<file path="config.mk">
export PLATFORM = sky130hd
export DESIGN_NAME = hbus_mode_ctrl
export DESIGN_NICKNAME = d
export VERILOG_FILES = /design/src/rtl/hbus_pkg.sv /design/src/rtl/hbus_addr_decode.sv /design/src/rtl/hbus_cmd_decode.sv /design/src/rtl/hbus_mode_fsm.sv /design/src/rtl/hbus_mode_ctrl.sv
export SDC_FILE = /design/constraint.sdc
export NUM_CORES = 1
export LEC_CHECK = 0
export ABC_CLOCK_PERIOD_IN_PS = 4050
export BUFFER_PORTS_ARGS = -buffer_cell sky130_fd_sc_hd__buf_2
export CAP_MARGIN = 30
export CORE_ASPECT_RATIO = 0.75
export CORE_MARGIN = 1
export CORE_UTILIZATION = 47
export DETAILED_ROUTE_END_ITERATION = 8
export PLACE_DENSITY_LB_ADDON = 0.05
export SLEW_MARGIN = 20
export SYNTH_ARGS = -nofsm -noshare
export SYNTH_HDL_FRONTEND = slang
export SYNTH_SLANG_ARGS = --single-unit
</file>
<file path="constraint.sdc">
create_clock -name clk -period 4.05 [get_ports clk]
set_input_delay 0.6075 -clock clk [delete_from_list [all_inputs] [get_ports clk]]
set_output_delay 0.6075 -clock clk [all_outputs]
set_load 0.03 [all_outputs]
</file>
<file path="src/rtl/hbus_pkg.sv">
package hbus_pkg;
    localparam int DATA_W  = 16;
    localparam int MODE_W  = 4;
    localparam int CNT_W   = MODE_W - 1;

    localparam logic [MODE_W-1:0] MD_IDLE     = 4'b0000;
    localparam logic [MODE_W-1:0] MD_E2_WR    = 4'b0001;
    localparam logic [MODE_W-1:0] MD_E2_RD    = 4'b0010;
    localparam logic [MODE_W-1:0] MD_E2_CMD   = 4'b0011;
    localparam logic [MODE_W-1:0] MD_HOSTBOOT = 4'b0100;
    localparam logic [MODE_W-1:0] MD_COPBOOT  = 4'b0101;
    localparam logic [MODE_W-1:0] MD_FLASH_WR = 4'b0110;
    localparam logic [MODE_W-1:0] MD_BURST0   = 4'b1000;

    localparam logic [DATA_W-1:0] RESET_WORD  = 16'h4000;

    typedef enum logic [1:0] {
        OP_ADDR = 2'b00,
        OP_MODE = 2'b01,
        OP_JOY  = 2'b10,
        OP_NONE = 2'b11
    } cmd_op_e;

    typedef struct packed {
        logic [MODE_W-1:0] mode;
        logic              done;
        logic [DATA_W-1:0] addr;
        logic [DATA_W-1:0] hold;
    } ctl_state_t;
endpackage

</file>
<file path="src/rtl/hbus_addr_decode.sv">
module hbus_addr_decode #(
    parameter int              ADDR_W   = 8,
    parameter logic [ADDR_W-1:0] FLASH_LO = 8'h80,
    parameter logic [ADDR_W-1:0] FLASH_HI = 8'hBF,
    parameter logic [ADDR_W-1:0] CTRL_OFS = 8'hC0
) (
    input  logic              sel,
    input  logic [ADDR_W-1:0] addr,
    output logic              flash_hit,
    output logic              ctrl_hit
);
    always_comb begin
        flash_hit = sel && (addr >= FLASH_LO) && (addr <= FLASH_HI);
        ctrl_hit  = sel && (addr == CTRL_OFS);
    end
endmodule

</file>
<file path="src/rtl/hbus_cmd_decode.sv">
module hbus_cmd_decode
    import hbus_pkg::*;
(
    input  logic [DATA_W-1:0] word,
    input  logic [7:0]        joy,
    output cmd_op_e           op,
    output logic [CNT_W-1:0]  mode_ld,
    output logic [DATA_W-1:0] addr_ld,
    output logic              is_reset
);
    logic [DATA_W-1:0] joy_addr;

    always_comb begin
        joy_addr       = 16'h3000;
        joy_addr[6]    = &joy[3:0];
        for (int i = 0; i < 4; i++) begin
            joy_addr[2+i] = joy[i] & joy[4+i];
        end
    end

    always_comb begin
        op       = cmd_op_e'(word[15:14]);
        mode_ld  = word[CNT_W-1:0];
        is_reset = (word == RESET_WORD);
        addr_ld  = (op == OP_JOY) ? joy_addr : {4'b0011, word[11:0]};
    end
endmodule

</file>
<file path="src/rtl/hbus_mode_fsm.sv">
module hbus_mode_fsm
    import hbus_pkg::*;
(
    input  logic              clk,
    input  logic              rst_n,
    input  logic              cmd_stb,
    input  cmd_op_e           op,
    input  logic [CNT_W-1:0]  mode_ld,
    input  logic [DATA_W-1:0] addr_ld,
    input  logic              is_reset,
    input  logic              data_acc,
    input  logic              e2_latch,
    input  logic [DATA_W-1:0] cop_rdata,
    output logic [MODE_W-1:0] mode_q,
    output logic              done_q,
    output logic [DATA_W-1:0] addr_q,
    output logic [DATA_W-1:0] hold_q
);
    localparam ctl_state_t RST_STATE = '{mode: MD_HOSTBOOT, done: 1'b0,
                                         addr: '0, hold: '0};

    ctl_state_t st_d, st_q;

    always_comb begin
        st_d = st_q;
        if (cmd_stb) begin
            if (is_reset) begin
                st_d = RST_STATE;
            end else begin
                case (op)
                    OP_MODE: begin
                        st_d.mode = {1'b0, mode_ld};
                        st_d.done = 1'b0;
                    end
                    OP_ADDR: begin
                        st_d.addr = addr_ld;
                        st_d.mode = MD_BURST0;
                        st_d.done = 1'b0;
                    end
                    OP_JOY:  st_d.addr = addr_ld;
                    default: ;
                endcase
            end
        end else if (data_acc) begin
            if (&st_q.mode[CNT_W-1:0]) begin
                st_d.done = 1'b1;
            end else begin
                st_d.mode[CNT_W-1:0] = st_q.mode[CNT_W-1:0] + 1'b1;
            end
        end
        if (e2_latch && !(cmd_stb && is_reset)) begin
            st_d.hold = cop_rdata;
        end
    end

    always_ff @(posedge clk or negedge rst_n) begin
        if (!rst_n) st_q <= RST_STATE;
        else        st_q <= st_d;
    end

    assign mode_q = st_q.mode;
    assign done_q = st_q.done;
    assign addr_q = st_q.addr;
    assign hold_q = st_q.hold;


    addr_set_burst_chk: assert property (@(posedge clk) disable iff (!rst_n)
        (cmd_stb && op == OP_ADDR) |=> (mode_q == MD_BURST0 && !done_q));


    mode_set_clears_top_chk: assert property (@(posedge clk) disable iff (!rst_n)
        (cmd_stb && op == OP_MODE) |=> !mode_q[MODE_W-1]);


    reserved_op_hold_chk: assert property (@(posedge clk) disable iff (!rst_n)
        (cmd_stb && op == OP_NONE) |=> ($stable(mode_q) && $stable(addr_q)));


    done_at_top_chk: assert property (@(posedge clk) disable iff (!rst_n)
        done_q |-> (mode_q == 4'b1111));


    burst_monotonic_chk: assert property (@(posedge clk) disable iff (!rst_n)
        (mode_q[MODE_W-1] && !cmd_stb) |=>
        (mode_q[MODE_W-1] && mode_q[CNT_W-1:0] >= $past(mode_q[CNT_W-1:0])));
endmodule

</file>
<file path="src/rtl/hbus_mode_ctrl.sv">
module hbus_mode_ctrl
    import hbus_pkg::*;
#(
    parameter int              ADDR_W   = 8,
    parameter logic [ADDR_W-1:0] FLASH_LO = 8'h80,
    parameter logic [ADDR_W-1:0] FLASH_HI = 8'hBF,
    parameter logic [ADDR_W-1:0] CTRL_OFS = 8'hC0
) (
    input  logic              clk,
    input  logic              rst_n,
    input  logic              hst_sel,
    input  logic              hst_wr,
    input  logic [ADDR_W-1:0] hst_addr,
    input  logic [15:0]       hst_wdata,
    output logic [15:0]       hst_rdata,
    output logic              hst_oe,
    input  logic [7:0]        joy_in,
    input  logic [15:0]       flash_rdata,
    output logic              flash_oe_n,
    output logic              flash_we_n,
    input  logic [15:0]       cop_rdata,
    input  logic [15:0]       cop_status,
    output logic              cop_rd_n,
    output logic              cop_wr_n,
    output logic [15:0]       cop_wdata,
    output logic [15:0]       cop_addr,
    output logic [3:0]        mode_o
);
    logic              flash_hit, ctrl_hit;
    cmd_op_e           op;
    logic [CNT_W-1:0]  mode_ld;
    logic [DATA_W-1:0] addr_ld, hold_q;
    logic              is_reset, done_q;
    logic [MODE_W-1:0] mode_q;
    logic              data_mode, ctrl_rd, ctrl_wr, cmd_stb, data_acc, e2_latch;
    logic              cop_boot, flash_off;

    hbus_addr_decode #(
        .ADDR_W(ADDR_W), .FLASH_LO(FLASH_LO), .FLASH_HI(FLASH_HI), .CTRL_OFS(CTRL_OFS)
    ) u_dec (
        .sel(hst_sel), .addr(hst_addr), .flash_hit(flash_hit), .ctrl_hit(ctrl_hit)
    );

    hbus_cmd_decode u_cmd (
        .word(hst_wdata), .joy(joy_in), .op(op), .mode_ld(mode_ld),
        .addr_ld(addr_ld), .is_reset(is_reset)
    );

    always_comb begin
        data_mode = mode_q[MODE_W-1] && !done_q;
        ctrl_rd   = ctrl_hit && !hst_wr;
        ctrl_wr   = ctrl_hit && hst_wr;
        cmd_stb   = ctrl_wr && !data_mode;
        data_acc  = (ctrl_rd || ctrl_wr) && data_mode;
        e2_latch  = ctrl_rd && (mode_q == MD_E2_RD);
        cop_boot  = (mode_q == MD_COPBOOT);
        flash_off = cop_boot;
    end

    hbus_mode_fsm u_fsm (
        .clk(clk), .rst_n(rst_n), .cmd_stb(cmd_stb), .op(op), .mode_ld(mode_ld),
        .addr_ld(addr_ld), .is_reset(is_reset), .data_acc(data_acc),
        .e2_latch(e2_latch), .cop_rdata(cop_rdata), .mode_q(mode_q),
        .done_q(done_q), .addr_q(cop_addr), .hold_q(hold_q)
    );

    // Bus enables: purely combinational, independent of command latching
    always_comb begin
        flash_oe_n = !(flash_hit && !hst_wr && !flash_off);
        flash_we_n = !(flash_hit && hst_wr && mode_q == MD_FLASH_WR);
        cop_rd_n   = cop_boot ? 1'b0 : !(ctrl_rd && data_mode);
        cop_wr_n   = cop_boot ? 1'b0 : !(ctrl_wr && data_mode);
        hst_oe     = ctrl_rd || (flash_hit && !hst_wr && !flash_off);
        if (flash_hit)      hst_rdata = flash_rdata;
        else if (data_mode) hst_rdata = cop_rdata;
        else                hst_rdata = cop_status;
        if (!hst_oe) hst_rdata = '0;
        cop_wdata  = (mode_q[3:2] == 2'b00 && mode_q[0]) ? hold_q : hst_wdata;
    end

    assign mode_o = mode_q;


    cop_boot_pins_chk: assert property (@(posedge clk) disable iff (!rst_n)
        (mode_o == MD_COPBOOT) |-> (!cop_rd_n && !cop_wr_n && flash_oe_n));


    outside_quiet_chk: assert property (@(posedge clk) disable iff (!rst_n)
        (hst_sel && !flash_hit && !ctrl_hit && mode_o != MD_COPBOOT) |->
        (cop_rd_n && cop_wr_n && flash_oe_n && flash_we_n && !hst_oe));
endmodule

</file>
==> results.py <==
metrics = {
    "logic_synthesis": {
        "synth_top_family_by_area": "compound AO/OA/AOI/OAI gates",
        "yosys.area_share.simple_pct": 15.9,
        "syn-cell-area_um2": 2320,
        "muxShareOfSynthArea_pct": 15.1,
        "synthCells": 227,
        "netlist_top_cells_count": "33 x dfrtp_1, 29 x a22o_1, 18 x nor2_1",
        "synth_most_common_cell": "dfrtp_1",
        "synthFlopType": "dfrtp_1",
        "ys_types": 44,
        "syn_avg_cell_area_um2": 10.2,
        "synth_area_leaders": "dfrtp_1 36%, a22o_1 11%, mux2_2 7.8%, mux2i_1 7.3%, a211oi_2 4.9%",
        "synth_seq_cells": 34,
        "synth_top_area_share_pct": 35.7,
        "yosys.area_share.xor_xnor_pct": 0,
        "synth_seq_area_share_pct": 36.8,
        "synth_edf_count": 0,
        "yosysWarnings": 0,
        "synth_compound_area_share_pct": 24.5,
        "async_reset_ff_share_pct": 100,
        "synth_fa_ha_area_share_pct": 2.16,
        "yosys.area.top_type": "dfrtp_1",
    },
    "grt": {
        "grt_antenna_before_repair": 0,
        "track_usage_pct": 26.4,
        "grt-ovfl-total": 0,
        "first_global_vias": 2155,
        "grt_max_degree": 35,
        "grt_pass1_wl_mm": 10.8,
    },
    "floorplan": {
        "start_util_pct": 50.4,
        "die_x_um": 83.1,
        "num_io_pins": 141,
        "num_rows": 21,
        "core_um2": 4600,
        "fp.dieH_um": 62.8,
        "dieArea_um2": 5220,
    },
    "timing": {
        "slew_violations": 0,
        "slew_headroom_pct": 39.6,
        "skew_ns": 0.00636,
        "worstMarginPinSlew_ns": 0.902,
        "final.setup.tns_ns": 0,
        "setup_viol": 0,
        "fmax_ghz": 0.293,
        "post-route-min-period_ns": 3.41,
        "rsz0062_at_grt": "false",
        "fin_ws_ns": 0.641,
        "period_share_pct": 84.2,
        "hold_viol": 0,
    },
    "drt": {
        "vias": 2406,
        "ant_nets": 0,
        "wire_per_inst_um": 16.5,
        "drt-vias-per-instance": 5.78,
        "route.detailed.drc": 0,
        "firstDrtPassIters": 4,
        "drt_iter0_drc": 180,
        "wirelength_mm": 6.85,
    },
    "cts": {
        "cts_hold_buf": 0,
        "clock-root-buffer": "clkbuf_8",
        "clk_latency_ns": 0.28,
        "cts_max_level": 2,
        "post_cts_resized": 0,
        "cts_made_buffers": 5,
        "clk_pin_slew_ns": 0.06,
        "clockBufferDepth": 2,
        "cts_tree": "yes",
        "post_cts_buffers": 0,
        "numClockSinks": 34,
    },
    "layout": {
        "area_delta_synth_final_pct": 33.6,
        "fin_area_um2": 3090,
        "post_route_cells_drive_above_1_share_pct": 51.0,
        "fin_cells": 416,
        "diodes": 0,
        "fin_nets": 447,
    },
    "job": {
        "cap_violations": 0,
    },
    "critical_path": {
        "reg2reg_depth": 8,
        "crit_required_ns": 3.44,
        "reg2reg_from": "u_fsm.mode_q[0]",
        "worstSetupPathType": "input port to output port",
        "path_max_fanout": 17,
        "worstSetupEndpointType": "output port",
        "cp-start-kind": "input port",
        "r2r-end": "u_fsm.hold_q[13]",
        "r2r_setup_slack_ns": 1.77,
        "arrival_ns": 2.80,
    },
    "place": {
        "placed_area_um2": 3020,
        "hpwl_mm": 5.45,
        "place.gp.congestion": 0.886,
        "post-place-cells": 409,
        "place_ws_ns": 0.645,
        "portBuffers": 138,
    },
    "pwr": {
        "power_switching_share_pct": 29.2,
        "power.leakage_nw": 1.72,
        "power.switching_uw": 215,
        "power_density_nw_per_um2": 238,
        "vdd.ir_drop.worst_mv": 0.184,
        "power_frac_clock_pct": 31.1,
        "p_seq_share_pct": 46.8,
        "comb_power_share_pct": 22.1,
        "p_int_uw": 521,
        "total_power_uw": 736,
    },
    "outcome": {
        "status": "finished clean",
    },
    "worst_hold_path": {
        "hp-class": "input port to async pin",
    },
}
registers in the layout, summed over array words and instances (netlist names):
name,cells
u_fsm.hold_q,16
u_fsm.addr_q,13
u_fsm.mode_q,4
u_fsm.done_q,1
stage by stage:
| step | hold WS (ns) | utilization, % |
|---|---|---|
| 6_report | 0.388 | 67.3 |
| 4_1_cts | 0.412 | 67.3 |
| 2_1_floorplan | 0.312 | - |
| 3_3_place_gp | 0.480 | 65.4 |
| 3_5_place_dp | 0.488 | 65.6 |
| 5_1_grt | 0.449 | 67.3 |
how the worst max path moves through the flow:
stage / startpoint / endpoint / slack [ns] / cells after the start
6_report: hst_addr[1] / hst_rdata[4] / 0.64 / 6
5_1_grt: hst_addr[1] / hst_rdata[3] / 0.51 / 6
4_1_cts: hst_addr[1] / hst_rdata[4] / 0.65 / 6
3_5_place_dp: hst_addr[1] / hst_rdata[2] / 0.65 / 6
3_3_place_gp: hst_addr[1] / hst_rdata[4] / 0.70 / 6
2_1_floorplan: hst_addr[1] / hst_rdata[0] / 0.73 / 6
cells in the final DEF, fill, tap and decap left out, types with 3 or more instances in the layout:
cell / count
mux2_2: 16
nor2_1: 18
o21ai_0: 9
nand2b_1: 3
ha_1: 4
mux2i_1: 17
a22o_1: 29
buf_2: 138
inv_1: 5
clkbuf_8: 5
buf_4: 4
a21o_1: 3
dfrtp_1: 33
nor4_1: 3
nand2_1: 14
a211oi_2: 9
a211oi_1: 7
o31a_1: 3
nor3_1: 5
critical path, stage by stage:
cell,delay [ns]
buf_2,0.09
or4b_4,0.56
or3_1,0.55
a21o_1,0.48
a211oi_1,0.27
buf_2,0.24
area by class of cell:
| class | instances | area [um^2] |
|---|---|---|
| Tap cell | 57 | 71.3 |
| Fill cell | 395 | 1500 |
| Clock inverter | 2 | 10.0 |
| Inverter | 5 | 18.8 |
| Multi-Input combinational cell | 171 | 1350 |
| Sequential cell | 34 | 852 |
| Timing Repair Buffer | 142 | 721 |
| Clock buffer | 5 | 68.8 |
power by group through the flow:
stage	Clock (mW)	Combinational [mW]	Sequential [mW]
detailed placement	0	0.162	0.351
global placement	0	0.160	0.351
floorplan	0	0.0865	0.355
finish	0.229	0.162	0.345
global route	0.252	0.176	0.345
CTS	0.231	0.163	0.345
kinds of logic (layout without fill, tap and decap cells):
kind of cell             count (synthesis)  after routing
buffers and inverters                   23            154
AND/OR/NAND/NOR                         64             64
adder cells (fa/ha/maj)                  4              4
other                                    1              2
flip-flops                              34             34
AO/OA/AOI/OAI                           68             68
multiplexers                            33             33
per-layer routing:
layer	GRT usage, %	wire length, um	vias up
li1	-	-	1123
met1	38.6	3280	1157
met2	39.0	3010	117
met3	6.87	479	9
met4	6.25	76	0
met5	0	0	-
Power figures use the tool's default switching activity.
